$ cat config.mk
export PLATFORM = sky130hd
export DESIGN_NAME = boot_loader_top
export DESIGN_NICKNAME = d
export VERILOG_FILES = /design/src/rtl/bl_pkg.sv /design/src/rtl/bl_hdr_parse.sv /design/src/rtl/bl_packer.sv /design/src/rtl/bl_seq.sv /design/src/rtl/boot_loader_top.sv
export SDC_FILE = /design/constraint.sdc
export NUM_CORES = 1
export LEC_CHECK = 0
export ABC_AREA = 1
export CAP_MARGIN = 25
export CELL_PAD_IN_SITES_DETAIL_PLACEMENT = 0
export CELL_PAD_IN_SITES_GLOBAL_PLACEMENT = 1
export CORE_MARGIN = 5
export CORE_UTILIZATION = 46
export CTS_BUF_LIST = sky130_fd_sc_hd__clkbuf_4 sky130_fd_sc_hd__clkbuf_8 sky130_fd_sc_hd__clkbuf_16
export CTS_CLUSTER_DIAMETER = 100
export CTS_CLUSTER_SIZE = 8
export DETAILED_ROUTE_END_ITERATION = 6
export DONT_BUFFER_PORTS = 1
export PLACE_DENSITY_LB_ADDON = 0.1
export SYNTH_ARGS = -nofsm -noshare
export SYNTH_HDL_FRONTEND = slang
export SYNTH_SLANG_ARGS = --single-unit
$ cat constraint.sdc
create_clock -name clk -period 2.29 [get_ports clk]
set_input_delay 0.458 -clock clk [delete_from_list [all_inputs] [get_ports clk]]
set_output_delay 0.458 -clock clk [all_outputs]
set_load 0.01 [all_outputs]
$ cat src/rtl/bl_pkg.sv
package bl_pkg;

  localparam int HDR_BYTES = 10;

  typedef enum logic [2:0] {
    ST_HDR  = 3'd0,
    ST_CHK  = 3'd1,
    ST_DATA = 3'd2,
    ST_DONE = 3'd3,
    ST_ERR  = 3'd4
  } bl_state_e;

  typedef struct packed {
    logic [15:0] flags;
    logic [31:0] count;
    logic [31:0] dest;
  } bl_desc_t;

  // Fold of the XOR over every descriptor byte except byte 8.
  function automatic logic [6:0] desc_sum(input logic [79:0] raw);
    logic [7:0] x;
    x = 8'h00;
    for (int i = 0; i < HDR_BYTES; i++) begin
      if (i != 8) x = x ^ raw[8*i +: 8];
    end
    return x[6:0] ^ {6'b0, x[7]};
  endfunction

  function automatic logic [3:0] lane_bit(input logic [1:0] lane);
    return 4'b0001 << lane;
  endfunction

endpackage

$ cat src/rtl/bl_hdr_parse.sv
module bl_hdr_parse
  import bl_pkg::*;
(
  input  logic           clk,
  input  logic           rst_n,
  input  logic           take,
  input  logic [7:0]     byte_in,
  output logic           hdr_done,
  output bl_desc_t       desc,
  output logic           sum_ok
);
  localparam int IDX_W = $clog2(HDR_BYTES);

  logic [79:0]      raw_q;
  logic [IDX_W-1:0] idx_q;

  assign hdr_done = take && (idx_q == IDX_W'(HDR_BYTES - 1));

  always_ff @(posedge clk) begin
    if (!rst_n) begin
      raw_q <= '0;
      idx_q <= '0;
    end else if (take) begin
      raw_q <= {byte_in, raw_q[79:8]};
      idx_q <= hdr_done ? '0 : idx_q + 1'b1;
    end
  end

  assign desc   = raw_q;
  assign sum_ok = (desc_sum(raw_q) == raw_q[71:65]);

endmodule

$ cat src/rtl/bl_packer.sv
module bl_packer #(
  parameter int ADDR_W = 12
) (
  input  logic              clk,
  input  logic              rst_n,
  input  logic              fire,
  input  logic [7:0]        byte_in,
  input  logic [ADDR_W-1:0] byte_addr,
  input  logic              last,
  output logic              mem_we,
  output logic [ADDR_W-3:0] mem_addr,
  output logic [31:0]       mem_wdata,
  output logic [3:0]        mem_be
);
  import bl_pkg::*;

  logic [31:0] buf_q, buf_n;
  logic [3:0]  be_q, be_n;
  logic [1:0]  lane;
  logic        flush;

  assign lane  = byte_addr[1:0];
  assign flush = fire && (last || lane == 2'd3);

  always_comb begin
    buf_n = buf_q;
    buf_n[8*lane +: 8] = byte_in;
    be_n = be_q | lane_bit(lane);
  end

  always_ff @(posedge clk) begin
    if (!rst_n) begin
      buf_q     <= '0;
      be_q      <= '0;
      mem_we    <= 1'b0;
      mem_addr  <= '0;
      mem_wdata <= '0;
      mem_be    <= '0;
    end else begin
      mem_we <= 1'b0;
      if (flush) begin
        mem_we    <= 1'b1;
        mem_addr  <= byte_addr[ADDR_W-1:2];
        mem_wdata <= buf_n;
        mem_be    <= be_n;
        buf_q     <= '0;
        be_q      <= '0;
      end else if (fire) begin
        buf_q <= buf_n;
        be_q  <= be_n;
      end
    end
  end

endmodule

$ cat src/rtl/bl_seq.sv
module bl_seq
  import bl_pkg::*;
#(
  parameter int ADDR_W = 12
) (
  input  logic              clk,
  input  logic              rst_n,
  input  logic              in_valid,
  input  logic [7:0]        in_data,
  input  logic              hdr_done,
  input  bl_desc_t          desc,
  input  logic              sum_ok,
  output logic              in_ready,
  output logic              hdr_take,
  output logic              byte_fire,
  output logic [7:0]        byte_val,
  output logic [ADDR_W-1:0] byte_addr,
  output logic              byte_last,
  output logic              core_run,
  output logic              err
);
  bl_state_e         st_q;
  logic [31:0]       rem_q;
  logic [ADDR_W-1:0] addr_q;
  logic              fill_q;
  logic              fin_q;

  always_comb begin
    in_ready  = (st_q == ST_HDR) || (st_q == ST_DATA && !fill_q);
    hdr_take  = (st_q == ST_HDR) && in_valid;
    byte_fire = (st_q == ST_DATA) && (fill_q || in_valid);
    byte_val  = fill_q ? 8'h00 : in_data;
    byte_addr = addr_q;
    byte_last = (rem_q == 32'd1);
    core_run  = (st_q == ST_DONE);
    err       = (st_q == ST_ERR);
  end

  always_ff @(posedge clk) begin
    if (!rst_n) begin
      st_q   <= ST_HDR;
      rem_q  <= '0;
      addr_q <= '0;
      fill_q <= 1'b0;
      fin_q  <= 1'b0;
    end else begin
      case (st_q)
        ST_HDR: if (hdr_done) st_q <= ST_CHK;
        ST_CHK: begin
          if (!sum_ok) begin
            st_q <= ST_ERR;
          end else begin
            addr_q <= desc.dest[ADDR_W-1:0];
            rem_q  <= desc.count;
            fill_q <= desc.flags[0];
            fin_q  <= desc.flags[15];
            if (desc.count == 32'd0) st_q <= desc.flags[15] ? ST_DONE : ST_HDR;
            else                     st_q <= ST_DATA;
          end
        end
        ST_DATA: if (byte_fire) begin
          rem_q  <= rem_q - 32'd1;
          addr_q <= addr_q + 1'b1;
          if (byte_last) begin
            st_q   <= fin_q ? ST_DONE : ST_HDR;
            fill_q <= 1'b0;
          end
        end
        default: st_q <= st_q;
      endcase
    end
  end

endmodule

$ cat src/rtl/boot_loader_top.sv
module boot_loader_top #(
  parameter int ADDR_W = 12
) (
  input  logic              clk,
  input  logic              rst_n,
  input  logic              in_valid,
  input  logic [7:0]        in_data,
  output logic              in_ready,
  output logic              mem_we,
  output logic [ADDR_W-3:0] mem_addr,
  output logic [31:0]       mem_wdata,
  output logic [3:0]        mem_be,
  output logic              core_run,
  output logic [ADDR_W-1:0] start_pc,
  output logic              err
);
  import bl_pkg::*;

  logic              hdr_take, hdr_done, sum_ok;
  bl_desc_t          desc;
  logic              byte_fire, byte_last;
  logic [7:0]        byte_val;
  logic [ADDR_W-1:0] byte_addr;

  bl_hdr_parse u_parse (
    .clk      (clk),
    .rst_n    (rst_n),
    .take     (hdr_take),
    .byte_in  (in_data),
    .hdr_done (hdr_done),
    .desc     (desc),
    .sum_ok   (sum_ok)
  );

  bl_seq #(.ADDR_W(ADDR_W)) u_seq (
    .clk       (clk),
    .rst_n     (rst_n),
    .in_valid  (in_valid),
    .in_data   (in_data),
    .hdr_done  (hdr_done),
    .desc      (desc),
    .sum_ok    (sum_ok),
    .in_ready  (in_ready),
    .hdr_take  (hdr_take),
    .byte_fire (byte_fire),
    .byte_val  (byte_val),
    .byte_addr (byte_addr),
    .byte_last (byte_last),
    .core_run  (core_run),
    .err       (err)
  );

  bl_packer #(.ADDR_W(ADDR_W)) u_pack (
    .clk       (clk),
    .rst_n     (rst_n),
    .fire      (byte_fire),
    .byte_in   (byte_val),
    .byte_addr (byte_addr),
    .last      (byte_last),
    .mem_we    (mem_we),
    .mem_addr  (mem_addr),
    .mem_wdata (mem_wdata),
    .mem_be    (mem_be)
  );

  // Entry point handed to the core: first instruction-memory byte.
  assign start_pc = '0;

endmodule

* Word level (Yosys, flattened, before mapping)
Index checks and enable logic that the tools add are counted.
** Storage, ports and cells
- Bits in writable memories :: 0
- Memory bits (read-only) :: 0
- Word-level logic and storage cells :: 83
- Bits in latches :: 0
- Input bits :: 11
- Bits in registers :: 216
- Output and inout port bits :: 62
- Memories :: 0
** Cells by class
- Equal/unequal tests :: 12
- $lt $le $gt $ge :: 0
- Multiply operators :: 0
- Shifts and indexed selects :: 3
- Div/mod/pow operators :: 0
- Add/subtract/negate cells :: 4
- Bitwise logic cells :: 11
- Mux-type cells :: 22
- Reduce and logical (&&, ||, !) cells :: 18
** Operators by type and width (count)
- two-way mux 32 bit :: 2
- one-hot mux 32 bit (2 select lines) :: 1
- bitwise XOR 8 bit :: 8
- negator 5 -> 34 bit :: 1
- variable shift 8 x 34 -> 32 bit, first input constant :: 1
- variable part select 8 x 34 -> 32 bit :: 1
- bitwise mux 32 bit :: 1
- equality test 32 x 1 -> 1 bit, second input constant :: 1
- zero test 32 bit :: 1
- subtractor 32 x 1 -> 32 bit, second input constant :: 1
- two-way mux 12 bit :: 2
- one-hot mux 12 bit (2 select lines) :: 1
- two-way mux 3 bit :: 5
- adder 12 x 1 -> 12 bit, second input constant :: 1
- one-hot mux 3 bit (3 select lines) :: 1
- two-way mux 8 bit :: 1
- AND reduction 4 bit :: 2
- equality test 7 bit :: 1
- bitwise XOR 7 x 1 -> 7 bit :: 1
- equality test 3 x 2 -> 1 bit, second input constant :: 2
- inequality test 2 x 1 -> 1 bit, second input constant :: 3
- logical AND 1 bit :: 5
- adder 4 x 1 -> 4 bit, second input constant :: 1
- equality test 4 bit, second input constant :: 1
- other kinds (19) :: 25

* Logic depth before layout (Yosys ltp)
- Depth after elaboration :: 12
- Depth in mapped cells :: 20
- Depth with buffers taken out :: 19

* By module
From an unflattened synthesis, not the netlist that was laid out.
** Second synthesis, totals
- Cells, all modules :: 1795
- Area, all modules :: 11407.2 sq um
** Modules (own cells, without submodules)
- bl_hdr_parse :: times used 1, cells an instance 567, area each 3945.0 sq um, seq. area each 1681.6 sq um
- bl_packer :: times used 1, cells an instance 568, area each 3696.0 sq um, seq. area each 1661.6 sq um
- bl_seq :: times used 1, cells an instance 647, area each 3672.3 sq um, seq. area each 980.9 sq um
- boot_loader_top :: times used 1, cells an instance 13, area each 93.8 sq um, seq. area each 0.0 sq um

* Worst setup path before layout
OpenSTA, ideal clock, no wires.
- Kind :: register to register
- From :: register u_seq.addr_q[0] (netlist: u_seq.byte_addr[0])
- To :: register u_pack.buf_q[5]
- Stages on the path, launching flop included :: 8
- Path slack :: 264 ps
- Path buffers :: 0
- Arrival :: 1940 ps
- Library setup time :: 86 ps
- Data required time :: 2204 ps
- Clock period less this slack :: 2026 ps
- Path through :: dfxtp_1 inv_2 ha_1 nor3_1 nand4_1 o21ai_0 nor2_1 a211oi_1
** On the way
- Word-level cells in the longest chain between the ends :: 4
- Elaborated cells between the ends (all ways) :: 8
- Classes of those cells :: add/sub: 1; eq/ne: 1; shift: 2; mux: 1; reduce/logical: 3
** Ends and longest elaborated chain
- from (decl) :: line bl_seq.sv:24 : logic [ADDR_W-1:0] addr_q;
- from (signal assigned) :: line bl_seq.sv:53 : addr_q <= desc.dest[ADDR_W-1:0];
- from (signal assigned) :: line bl_seq.sv:63 : addr_q <= addr_q + 1'b1;
- branches (longest 4 deep; another with negator 5 -> 34 bit)
- to (signal assigned) :: line bl_packer.sv:49 : buf_q <= buf_n;
- to (decl) :: line bl_packer.sv:17 : logic [31:0] buf_q, buf_n;
Several ways; the timed one is not identified.
A chain may end at the register's enable or synchronous reset.

* Worst setup path after layout
- From :: register u_seq.rem_q[26]
- To :: register u_pack.mem_wdata[0]
** On the way
- Word-level cells in the longest chain between the ends :: 3
** Ends and longest elaborated chain
- from (decl) :: line bl_seq.sv:23 : logic [31:0] rem_q;
- from (signal assigned) :: line bl_seq.sv:54 : rem_q <= desc.count;
- from (signal assigned) :: line bl_seq.sv:62 : rem_q <= rem_q - 32'd1;
- equality test 32 x 1 -> 1 bit :: line bl_seq.sv:34 : byte_last = (rem_q == 32'd1);
- logical OR 1 bit :: line bl_packer.sv:23 : assign flush = fire && (last || lane == 2'd3);
- logical AND 1 bit :: line bl_packer.sv:23
- to (signal assigned) :: line bl_packer.sv:44 : mem_wdata <= buf_n;
- to (decl) :: line bl_packer.sv:12 : output logic [31:0] mem_wdata,
No other way between the ends.

==> out/metrics.yaml <==
synth-seq-cells: 216
worstPathCellList: "nor2_1, nand2_1, nor3_1, nand3_1, nor2_2, buf_4, o21ai_4, nor2_4, inv_2, o21ai_0"
relSlewSlack: 0.5100
start_kind: "flip-flop"
hold_path_class: "input pin to flip-flop"
finalHoldViolCount: 0
num_rows: 56
cp-end-kind: "flip-flop"
io_buffers: 0
start_util: 0.4665
synthTopCellsByCount: "nand2_1 (340), dfxtp_1 (216), inv_1 (189), nor2_1 (178), a21oi_1 (161)"
power_leakage_nw: 5.409
report.final.slew_viol_count: 0
grt_pass1_vias: 9416
die_w_um: 164.3
synthCells: 1632
routabilityCongestion: 0.8690
grt_pass1_wl_um: 50090
core_um2: 23470
track_usage: 0.2309
multi_input_area_um2: 5510
cp_data_required_time_ns: 2.74
min_period_ns: 2.131
yosysSeqAreaShare: 0.3949
post-route-drc-count: 0
maxCapViolCount: 0
die-area_um2: 26990
synth.top_cell.area_share: 0.3949
ff_latch_area_um2: 4337
rr_worst_depth: 10
nNetsFinal: 1669
synth-xor-area-share: 0.02160
design_area_um2: 12330
worst_pin_slew_ns: 0.7342
cts_root_buf: "clkbuf_16"
path_clk_slew_ns: 0.05
synthMuxAreaShare: 0.003657
hold_buffers: 0
fmax_mhz: 469.3
viasPerCell: 5.206
cts_made_buffers: 30
drive_gt1_frac: 0.08328
layout-area-overhead-vs-synth_pct: 12.58
power_density_nw_per_um2: 887.4
cp_max_fo: 22
dpl_cell_area_um2: 11470
dr.first_iter.drc_count: 736
synth-compound-area-share: 0.1817
status: "finished, final reports clean"
ys_top_cells_by_area: "dfxtp_1 (39%), nand2_1 (12%), a21oi_1 (7.4%)"
clk_latency_ns: 0.54
criticalPathCategory: "flip-flop to flip-flop"
yosysMostFrequentCell: "nand2_1"
ir_worst_vdd_v: 0.0005428
synthAdderAreaFrac: 0.01371
cpMaxStageDelayCell: "dfxtp_1"
synth_top_family_by_area: "simple AND/OR/NAND/NOR gates"
n_antenna_cell: 0
rsz0062_at_grt: "yes"
syn_area_um2: 10950
synth_flop_cell: "dfxtp_1"
yosys.area_share.simple: 0.2752
synth.avg_cell_area_um2: 6.709
finalSetupViolations: 0
n_fill_cell: 2382
grt-ovfl-total: 0
htree_levels: 1
arrival_ns: 2.58
timing.hold.ws_ns: 0.06533
yosysTopAreaCell: "dfxtp_1"
dr.pass1.iters: 5
clock-sinks: 216
hpwl_um: 22480
detail-route-antenna-nets: 0
cts_tree: "done"
synth-edff-count: 0
slowest_delay_ns: 0.33
dieHeight_um: 164.3
antenna_found_initial: 0
async_flop_share: 0
period_share: 0.9305
wirelength_um: 31610
num_vias: 10220
cts_buffer_depth: 3
ys_types: 45
yosysWarnings: 0
fin_worst_skew_ns: 0.01350
grt_start_max_net_pins: 161
min_path_cells: 2
io_pins: 73
wl_per_cell_um: 16.09
[worst paths after layout]
kind / start / endpoint / slack, ns
max reg2reg: u_seq.rem_q[26] / u_pack.mem_wdata[0] / 0.16
min reg2reg: u_pack.be_q[3] / u_pack.be_q[3] / 0.42
min: rst_n / u_seq.byte_addr[7] / 0.07
max: u_seq.rem_q[26] / u_pack.mem_wdata[0] / 0.16
[critical path: cells and delay by family (launching register included)]
family                 cells  cell delay (ns)
buffers and inverters      2             0.33
AND/OR/NAND/NOR            6             1.05
AO/OA/AOI/OAI              2             0.31
flip-flops                 1             0.33
[registers in the layout, indices dropped and copies added (netlist names)]
register	cells
u_pack.mem_addr	10
u_seq.fin_q	1
u_pack.mem_wdata	32
u_seq.st_q	3
u_pack.mem_we	1
u_pack.buf_q	32
u_parse.desc	80
u_seq.rem_q	32
u_parse.idx_q	4
u_pack.mem_be	4
u_seq.fill_q	1
u_seq.byte_addr	12
u_pack.be_q	4
[metal layers]
| metal | GRT usage | vias to the layer above | part of all wire |
|---|---|---|---|
| li1 | - | 5302 | - |
| met1 | 0.3007 | 4658 | 0.44 |
| met2 | 0.3928 | 209 | 0.47 |
| met3 | 0.04141 | 55 | 0.055 |
| met4 | 0.06557 | 0 | 0.027 |
| met5 | 0 | - | 0 |
[stage by stage]
step / utilization / TNS (ns) / worst slack, ns / power (W) / instances
global route: 0.5252 / -0.05831 / -0.03400 / 0.01159 / 1964
floorplan: - / 0 / 0.2643 / 0.006241 / 1643
detailed placement: 0.4888 / 0 / 0.09704 / 0.007092 / 1930
global placement: 0.4888 / 0 / 0.1020 / 0.007076 / 1930
CTS: 0.5219 / 0 / 0.07672 / 0.01100 / 1961
finish: 0.5252 / 0 / 0.1592 / 0.01094 / 1964
[placed cells by master, fill, tap and decap left out, types with 13 or more instances in the layout]
cell,count
a21oi_1,161
a22oi_1,13
buf_4,53
clkbuf_16,32
dfxtp_1,206
inv_1,187
nand2_1,338
nand3_1,136
nor2_1,176
o21ai_0,148
o21ai_1,13
o22ai_1,23
xor2_1,19
[report_power, final]
part	internal, W	leakage (nW)	switching [W]
registers	0.00404	1.76	0.000259
clock network	0.00233	0.382	0.00154
logic	0.00100	3.26	0.00177
[area by class of cell]
type                            count  share of cell area
Clock buffer                       31             0.06293
Inverter                          199             0.06161
Multi-Input combinational cell   1138              0.4470
Sequential cell                   216              0.3518
Tap cell                          319             0.03238
Timing Repair Buffer               61             0.04426
[timing repair]
action                                  4_1_cts  5_1_grt
resized for setup                             0       27
setup buffers                                 0        2
endpoints found under the hold margin         0        0
endpoints found under the setup margin        0       65
[cells by family (layout without fill, tap and decap cells)]
group                      Yosys count  count (layout)
adders and majority gates           12              12
xor gates and xnor gates            27              27
buffers and inverters              289             291
DFF                                216             216
AOI/OAI and AO/OA                  376             376
and+or+nand+nor                    707             707
other                                1              12
muxes                                4               4
(Power assumes the default switching activity.)
